[src/rtl/dchan_pkg.sv]
package dchan_pkg;

  // D-channel bits per frame in each direction
  localparam int SLOT_BITS = 2;

  // true when a bit index lies inside a slot that starts at 'start'
  function automatic bit in_slot(input int idx, input int start);
    return (idx >= start) && (idx < start + SLOT_BITS);
  endfunction

  // position of a bit inside its slot
  function automatic int slot_ofs(input int idx, input int start);
    return idx - start;
  endfunction

endpackage

[src/rtl/dchan_frame_ctr.sv]
module dchan_frame_ctr #(
  parameter int FRAME_BITS = 24,
  localparam int CNT_W = $clog2(FRAME_BITS)
) (
  input  logic             clk,
  input  logic             rst_n,
  input  logic             fsync,
  output logic [CNT_W-1:0] bit_idx,
  output logic             synced,
  output logic             frame_last
);

  localparam logic [CNT_W-1:0] LAST = CNT_W'(FRAME_BITS - 1);

  assign frame_last = synced && (bit_idx == LAST);

  always_ff @(posedge clk or negedge rst_n) begin
    if (!rst_n) begin
      bit_idx <= '0;
      synced  <= 1'b0;
    end else if (fsync) begin
      bit_idx <= '0;
      synced  <= 1'b1;
    end else if (frame_last) begin
      bit_idx <= '0;
      synced  <= 1'b0;
    end else if (synced) begin
      bit_idx <= bit_idx + 1'b1;
    end
  end

  assert_sync_start_R1: assert property (@(posedge clk) disable iff (!rst_n)
    fsync |=> (synced && bit_idx == '0));

  assert_sync_lost_R10: assert property (@(posedge clk) disable iff (!rst_n)
    (synced && bit_idx == LAST && !fsync) |=> !synced);

endmodule

[src/rtl/dchan_slot.sv]
module dchan_slot #(
  parameter int CNT_W = 5,
  parameter int START = 0
) (
  input  logic             clk,
  input  logic             rst_n,
  input  logic [CNT_W-1:0] bit_idx,
  input  logic             synced,
  output logic             en,
  output logic             gate,
  output logic             bclk
);
  import dchan_pkg::*;

  assign en = synced && in_slot(int'(bit_idx), START);

  // gate moves only while clk is low, so bclk pulses are whole high phases
  always_ff @(negedge clk or negedge rst_n) begin
    if (!rst_n) gate <= 1'b0;
    else        gate <= en;
  end

  assign bclk = clk & gate;

  // R4 for the receive instance, R5 for the transmit instance
  assert_gate_tracks_en_R4: assert property (@(posedge clk) disable iff (!rst_n)
    gate == en);

endmodule

[src/rtl/dchan_burst_gen.sv]
module dchan_burst_gen #(
  parameter int FRAME_BITS = 24,
  parameter int RX_START   = 4,
  parameter int TX_START   = 12
) (
  input  logic                           clk,
  input  logic                           rst_n,
  input  logic                           fsync,
  input  logic                           tx_din,
  input  logic [dchan_pkg::SLOT_BITS-1:0] rx_dbits,
  output logic                           den_rx,
  output logic                           den_tx,
  output logic                           rx_bclk,
  output logic                           tx_bclk,
  output logic                           rx_dout,
  output logic [dchan_pkg::SLOT_BITS-1:0] tx_dbits,
  output logic                           tx_dvalid
);
  import dchan_pkg::*;

  localparam int CNT_W = $clog2(FRAME_BITS);
  localparam int OFS_W = (SLOT_BITS > 1) ? $clog2(SLOT_BITS) : 1;
  localparam logic [OFS_W-1:0] OFS_LAST = OFS_W'(SLOT_BITS - 1);

  logic [CNT_W-1:0] bit_idx;
  logic             synced;
  logic             frame_last;
  logic             rx_gate, tx_gate;
  logic [OFS_W-1:0] rx_ofs, tx_ofs;
  logic             tx_capture;
  logic             rx_launch;

  dchan_frame_ctr #(.FRAME_BITS(FRAME_BITS)) u_ctr (
    .clk        (clk),
    .rst_n      (rst_n),
    .fsync      (fsync),
    .bit_idx    (bit_idx),
    .synced     (synced),
    .frame_last (frame_last)
  );

  dchan_slot #(.CNT_W(CNT_W), .START(RX_START)) u_rx_slot (
    .clk     (clk),
    .rst_n   (rst_n),
    .bit_idx (bit_idx),
    .synced  (synced),
    .en      (den_rx),
    .gate    (rx_gate),
    .bclk    (rx_bclk)
  );

  dchan_slot #(.CNT_W(CNT_W), .START(TX_START)) u_tx_slot (
    .clk     (clk),
    .rst_n   (rst_n),
    .bit_idx (bit_idx),
    .synced  (synced),
    .en      (den_tx),
    .gate    (tx_gate),
    .bclk    (tx_bclk)
  );

  assign rx_ofs = OFS_W'(slot_ofs(int'(bit_idx), RX_START));
  assign tx_ofs = OFS_W'(slot_ofs(int'(bit_idx), TX_START));

  // a rising clock edge with the gate open is a rising edge of tx_bclk
  assign tx_capture = tx_gate;
  // the falling edge inside each receive enable cycle launches one bit
  assign rx_launch  = den_rx;

  always_ff @(posedge clk or negedge rst_n) begin
    if (!rst_n) begin
      tx_dbits  <= '0;
      tx_dvalid <= 1'b0;
    end else begin
      tx_dvalid <= tx_capture && (tx_ofs == OFS_LAST);
      if (tx_capture) tx_dbits[tx_ofs] <= tx_din;
    end
  end

  always_ff @(negedge clk or negedge rst_n) begin
    if (!rst_n)         rx_dout <= 1'b0;
    else if (rx_launch) rx_dout <= rx_dbits[rx_ofs];
  end

  assert_rx_pulse_R2: assert property (@(posedge clk) disable iff (!rst_n)
    $rose(den_rx) |=> den_rx ##1 !den_rx);

  assert_tx_pulse_R3: assert property (@(posedge clk) disable iff (!rst_n)
    $rose(den_tx) |=> den_tx ##1 !den_tx);

  assert_valid_after_slot_R7: assert property (@(posedge clk) disable iff (!rst_n)
    tx_dvalid |-> (!den_tx && $past(den_tx)));

  assert_valid_single_R7: assert property (@(posedge clk) disable iff (!rst_n)
    tx_dvalid |=> !tx_dvalid);

  assert_rx_hold_R9: assert property (@(posedge clk) disable iff (!rst_n)
    !den_rx |-> $stable(rx_dout));

  assert_quiet_unsynced_R10: assert property (@(posedge clk) disable iff (!rst_n)
    (!synced && !$past(synced)) |-> (!rx_gate && !tx_gate && !tx_dvalid));

endmodule

[config.mk]
export PLATFORM = sky130hd
export DESIGN_NAME = dchan_burst_gen
export DESIGN_NICKNAME = d
export VERILOG_FILES = /design/src/rtl/dchan_pkg.sv /design/src/rtl/dchan_frame_ctr.sv /design/src/rtl/dchan_slot.sv /design/src/rtl/dchan_burst_gen.sv
export SDC_FILE = /design/constraint.sdc
export NUM_CORES = 1
export LEC_CHECK = 0
export BUFFER_PORTS_ARGS = -buffer_cell sky130_fd_sc_hd__buf_2
export CAP_MARGIN = 10
export CORE_MARGIN = 10
export CORE_UTILIZATION = 40
export CTS_BUF_LIST = sky130_fd_sc_hd__clkbuf_4 sky130_fd_sc_hd__clkbuf_8
export DETAILED_ROUTE_END_ITERATION = 6
export GPL_TIMING_DRIVEN = 0
export PLACE_DENSITY_LB_ADDON = 0.1
export SLEW_MARGIN = 20
export SYNTH_ARGS = -nofsm -noshare
export SYNTH_HDL_FRONTEND = slang
export SYNTH_SLANG_ARGS = --single-unit
export TNS_END_PERCENT = 1
[constraint.sdc]
create_clock -name clk -period 1.68 [get_ports clk]
set_input_delay 0.504 -clock clk [delete_from_list [all_inputs] [get_ports clk]]
set_output_delay 0.504 -clock clk [all_outputs]
set_load 0.02 [all_outputs]
# [Yosys cells after proc, flatten, opt, wreduce, memory -nomap -nowiden]
# Index checks and enable logic that the tools add are counted.
[totals] ff_bits=12 output_inout_bits=8 wordCells=39
[op_classes] addsub=3 order_cmp=7 eq_ne=1 n_mux=10 n_bitwise=2 n_reduce_logical=9
[ops] cell="5-bit 2-to-1 mux" n=3
[ops] cell="1-bit logical AND" n=7
[ops] cell="5-bit by 1-bit adder with 5-bit output (second input constant)" n=1
[ops] cell="5-bit equality test (second input constant)" n=1
[ops] cell="5-bit by 3-bit >= comparator with 1-bit output (second input constant)" n=1
[ops] cell="5-bit by 4-bit >= comparator with 1-bit output (second input constant)" n=1
[ops] cell="5-bit by 3-bit < comparator with 1-bit output (second input constant)" n=1
[ops] cell="5-bit by 4-bit < comparator with 1-bit output (second input constant)" n=1
[ops] cell="1-bit 2-to-1 mux" n=5
[ops] cell="1-bit by 2-bit < comparator with 1-bit output (second input constant)" n=2
[ops] cell="3-bit nonzero test" n=1
[ops] cell="1-bit bitwise AND" n=2
[ops] cell="2-bit bitwise mux" n=1
[ops] cell="2-bit nonzero test" n=1
[ops] cell="1-bit subtractor (second input constant)" n=2
[ops] cell="1-bit demux with 1-bit select" n=1
[ops] cell="1-bit >= comparator (second input constant)" n=1

# [Logic depth before layout (Yosys ltp)]
[logic_depth] word_depth=6 mapped_depth=4

# [Cells and area by module]
# From an unflattened synthesis, not the netlist that was laid out.
[unflattened] cells_unflattened=47 area_unflattened_um2=569.3
[modules_own_cells] module="dchan_frame_ctr" instances=1 cells_each=28 area_per_inst_um2=320.3
[modules_own_cells] module="dchan_burst_gen" instances=1 cells_each=11 area_per_inst_um2=160.2
[modules_own_cells] module="dchan_slot at u_rx_slot" instances=1 cells_each=4 area_per_inst_um2=45.0
[modules_own_cells] module="dchan_slot at u_tx_slot" instances=1 cells_each=4 area_per_inst_um2=43.8

==> flow_metrics.env <==
export IMPL_violations="negative setup slack"
export IMPL_fill_cells=118
export IMPL_routed_wl_um=1260
export IMPL_critPathCaptureType="output pin"
export IMPL_routabilityCongestion=0.706
export IMPL_synth_area_leaders="dfrtp_1 (39%), dfrtn_1 (13%), mux2_2 (5.9%), ha_1 (4.4%), nor4_4 (3.7%)"
export IMPL_slew_headroom=0.815
export IMPL_cts_tree="done"
export IMPL_die_height_um=57.8
export IMPL_ys_warn_count=0
export IMPL_synth_top_area_cell="dfrtp_1"
export IMPL_slew_viol_final=0
export IMPL_crit_fanout=2
export IMPL_synth_seq_cells=12
export IMPL_p_leak_nw=0.371
export IMPL_viasPerCell=5.05
export IMPL_clk_latency_ns=0.40
export IMPL_drv_cap=0
export IMPL_timing_rr_end="rx_dout"
export IMPL_ir_drop_mv=0.781
export IMPL_worstRegToRegCells=2
export IMPL_grt_pass1_vias=539
export IMPL_area_growth_pct=39.0
export IMPL_drtIter0Drc=4
export IMPL_hold_path_depth=2
export IMPL_setup_tns_ns=-3.38
export IMPL_p_per_area_nw_per_um2=1030
export IMPL_hold_path_end="u_ctr.bit_idx[4]"
export IMPL_setup_viol_count_final=10
export IMPL_dp_hpwl_um=837
export IMPL_grt_max_degree=13
export IMPL_setup_slack_ns=-0.732
export IMPL_post_dp_cell_area_um2=661
export IMPL_io_buffer_count=13
export IMPL_r2r_slack_ns=-0.47
export IMPL_r2r_start="u_ctr.bit_idx[1]"
export IMPL_wl_per_cell_um=15.0
export IMPL_grt_overflow=0
export IMPL_drc_errors=0
export IMPL_synth_top_area_frac=0.395
export IMPL_hold_viol_final=0
export IMPL_fp_coreArea_um2=1320
export IMPL_tightestPinTransition_ns=0.277
export IMPL_dr_pass1_iters=4
export IMPL_setup_worst_path_class="reg -> out"
export IMPL_syn_area_per_cell_um2=12.4
export IMPL_synth_cell_type_count=24
export IMPL_synth_seq_area_share=0.526
export IMPL_drive_above_1_share=0.565
export IMPL_fin_area_um2=793
export IMPL_grt_pass1_wl_um=2190
export IMPL_final_net_count=78
export IMPL_path_clk_slew_ns=0.07
export IMPL_antenna_cells=0
export IMPL_via_count=424
export IMPL_cp_start_kind="flop"
export IMPL_status="finished, violations left"
export IMPL_skew_ns=0.0153
export IMPL_p_total_mw=0.821
export IMPL_io_pin_count=14
export IMPL_rows=13
export IMPL_min_from="fsync"
export IMPL_hold_class="in -> reg"
export IMPL_syn_area_um2=571
export IMPL_antenna_found_initial=0
export IMPL_cp_arrival_ns=1.91
export IMPL_worstPathRequired_ns=1.18
export IMPL_die_area_um2=3340
export IMPL_ant_nets=0
export IMPL_holdWs_ns=0.301
export IMPL_syn_instance_count=46
export IMPL_initial_core_util=0.433
export IMPL_syn_num_nets=54
export IMPL_rsz0062_at_grt="yes"
export IMPL_grt_use_total=0.0892
export IMPL_fp_dieW_um=57.8
[worst max path at each step]
stage | from | to | slack, ns
floorplan | u_ctr.bit_idx[1] | rx_dout | -0.61
global placement | u_ctr.bit_idx[1] | rx_dout | -0.49
detailed placement | u_ctr.bit_idx[1] | rx_dout | -0.48
CTS | u_tx_slot.gate | tx_bclk | -0.73
global route | u_tx_slot.gate | tx_bclk | -0.76
finish | u_tx_slot.gate | tx_bclk | -0.73
[layout make-up]
cell class | instances | area [um2] | share of cell area
Sequential cell | 12 | 304 | 0.383
Tap cell | 15 | 18.8 | 0.0237
Buffer | 1 | 11.3 | 0.0142
Multi-Input combinational cell | 31 | 282 | 0.355
Timing Repair Buffer | 13 | 81.3 | 0.103
Inverter | 2 | 7.51 | 0.00946
Clock buffer | 10 | 88.8 | 0.112
[flip-flops by register name, indices dropped and copies added (netlist names)]
signal / count
rx_dout: 1
tx_dvalid: 1
u_ctr.bit_idx: 5
u_tx_slot.gate: 1
tx_dbits: 2
u_rx_slot.gate: 1
u_ctr.synced: 1
[synth_stat cells (all sizes together)]
master,n
a21o,1
nand4b,1
a31o,1
a21boi,1
or3b,1
nor2,4
xnor2,1
buf,1
a21oi,1
dfrtn,3
nand4,1
dfrtp,9
nor4b,1
nand3,1
mux2i,1
nand2,3
and2,3
o21bai,1
nor4,1
nand2b,1
inv,2
mux2,3
xor2,2
ha,2
[worst max-delay path, stage by stage, from the launching register on]
cell     delay, ns
dfrtn_1       0.42
and2_4        0.14
buf_6         0.11
[repair_timing]
item | CTS | global route
hold endpoints to repair | 9 | 0
setup buffers | 1 | 0
hold buffers | 1 | 0
endpoints found under the setup margin | 12 | 12
resized for setup | 8 | 8
[kinds of logic after synthesis]
logic type	after synthesis	share of synthesized area
fa+ha+maj	2	0.0439
simple gates	17	0.202
compound gates	5	0.0724
mux	4	0.0768
flops	12	0.526
buf+inv	3	0.0329
xor+xnor	3	0.0461
[power breakdown]
group | switching, mW | internal [mW]
registers | 0.0240 | 0.311
logic | 0.0488 | 0.0527
clock network | 0.142 | 0.243
total | 0.214 | 0.606
[routing by layer]
metal	routed length (um)	track usage	vias up
li1	-	-	204
met1	493	0.0796	199
met2	603	0.112	18
met3	140	0.0850	3
met4	25	0.0906	0
met5	0	0	-
[cells in the final DEF, fill, tap and decap left out, types with 2 or more instances in the layout]
master / instances
and2_4: 3
buf_2: 9
buf_4: 2
buf_6: 4
clkbuf_4: 7
dfrtn_1: 3
dfrtp_1: 6
dfrtp_2: 3
ha_1: 2
inv_1: 2
mux2_2: 3
nand2_1: 2
nor2_1: 4
xor2_1: 2
[per-stage QoR]
step                      cells  worst slack, ns  utilization
after floorplan              46           -0.606            -
after global placement       74           -0.489        0.501
after detailed placement     74           -0.480        0.501
after CTS                    84           -0.732        0.580
after global routing         84           -0.762        0.602
final                        84           -0.732        0.602
(Power assumes the default switching activity.)
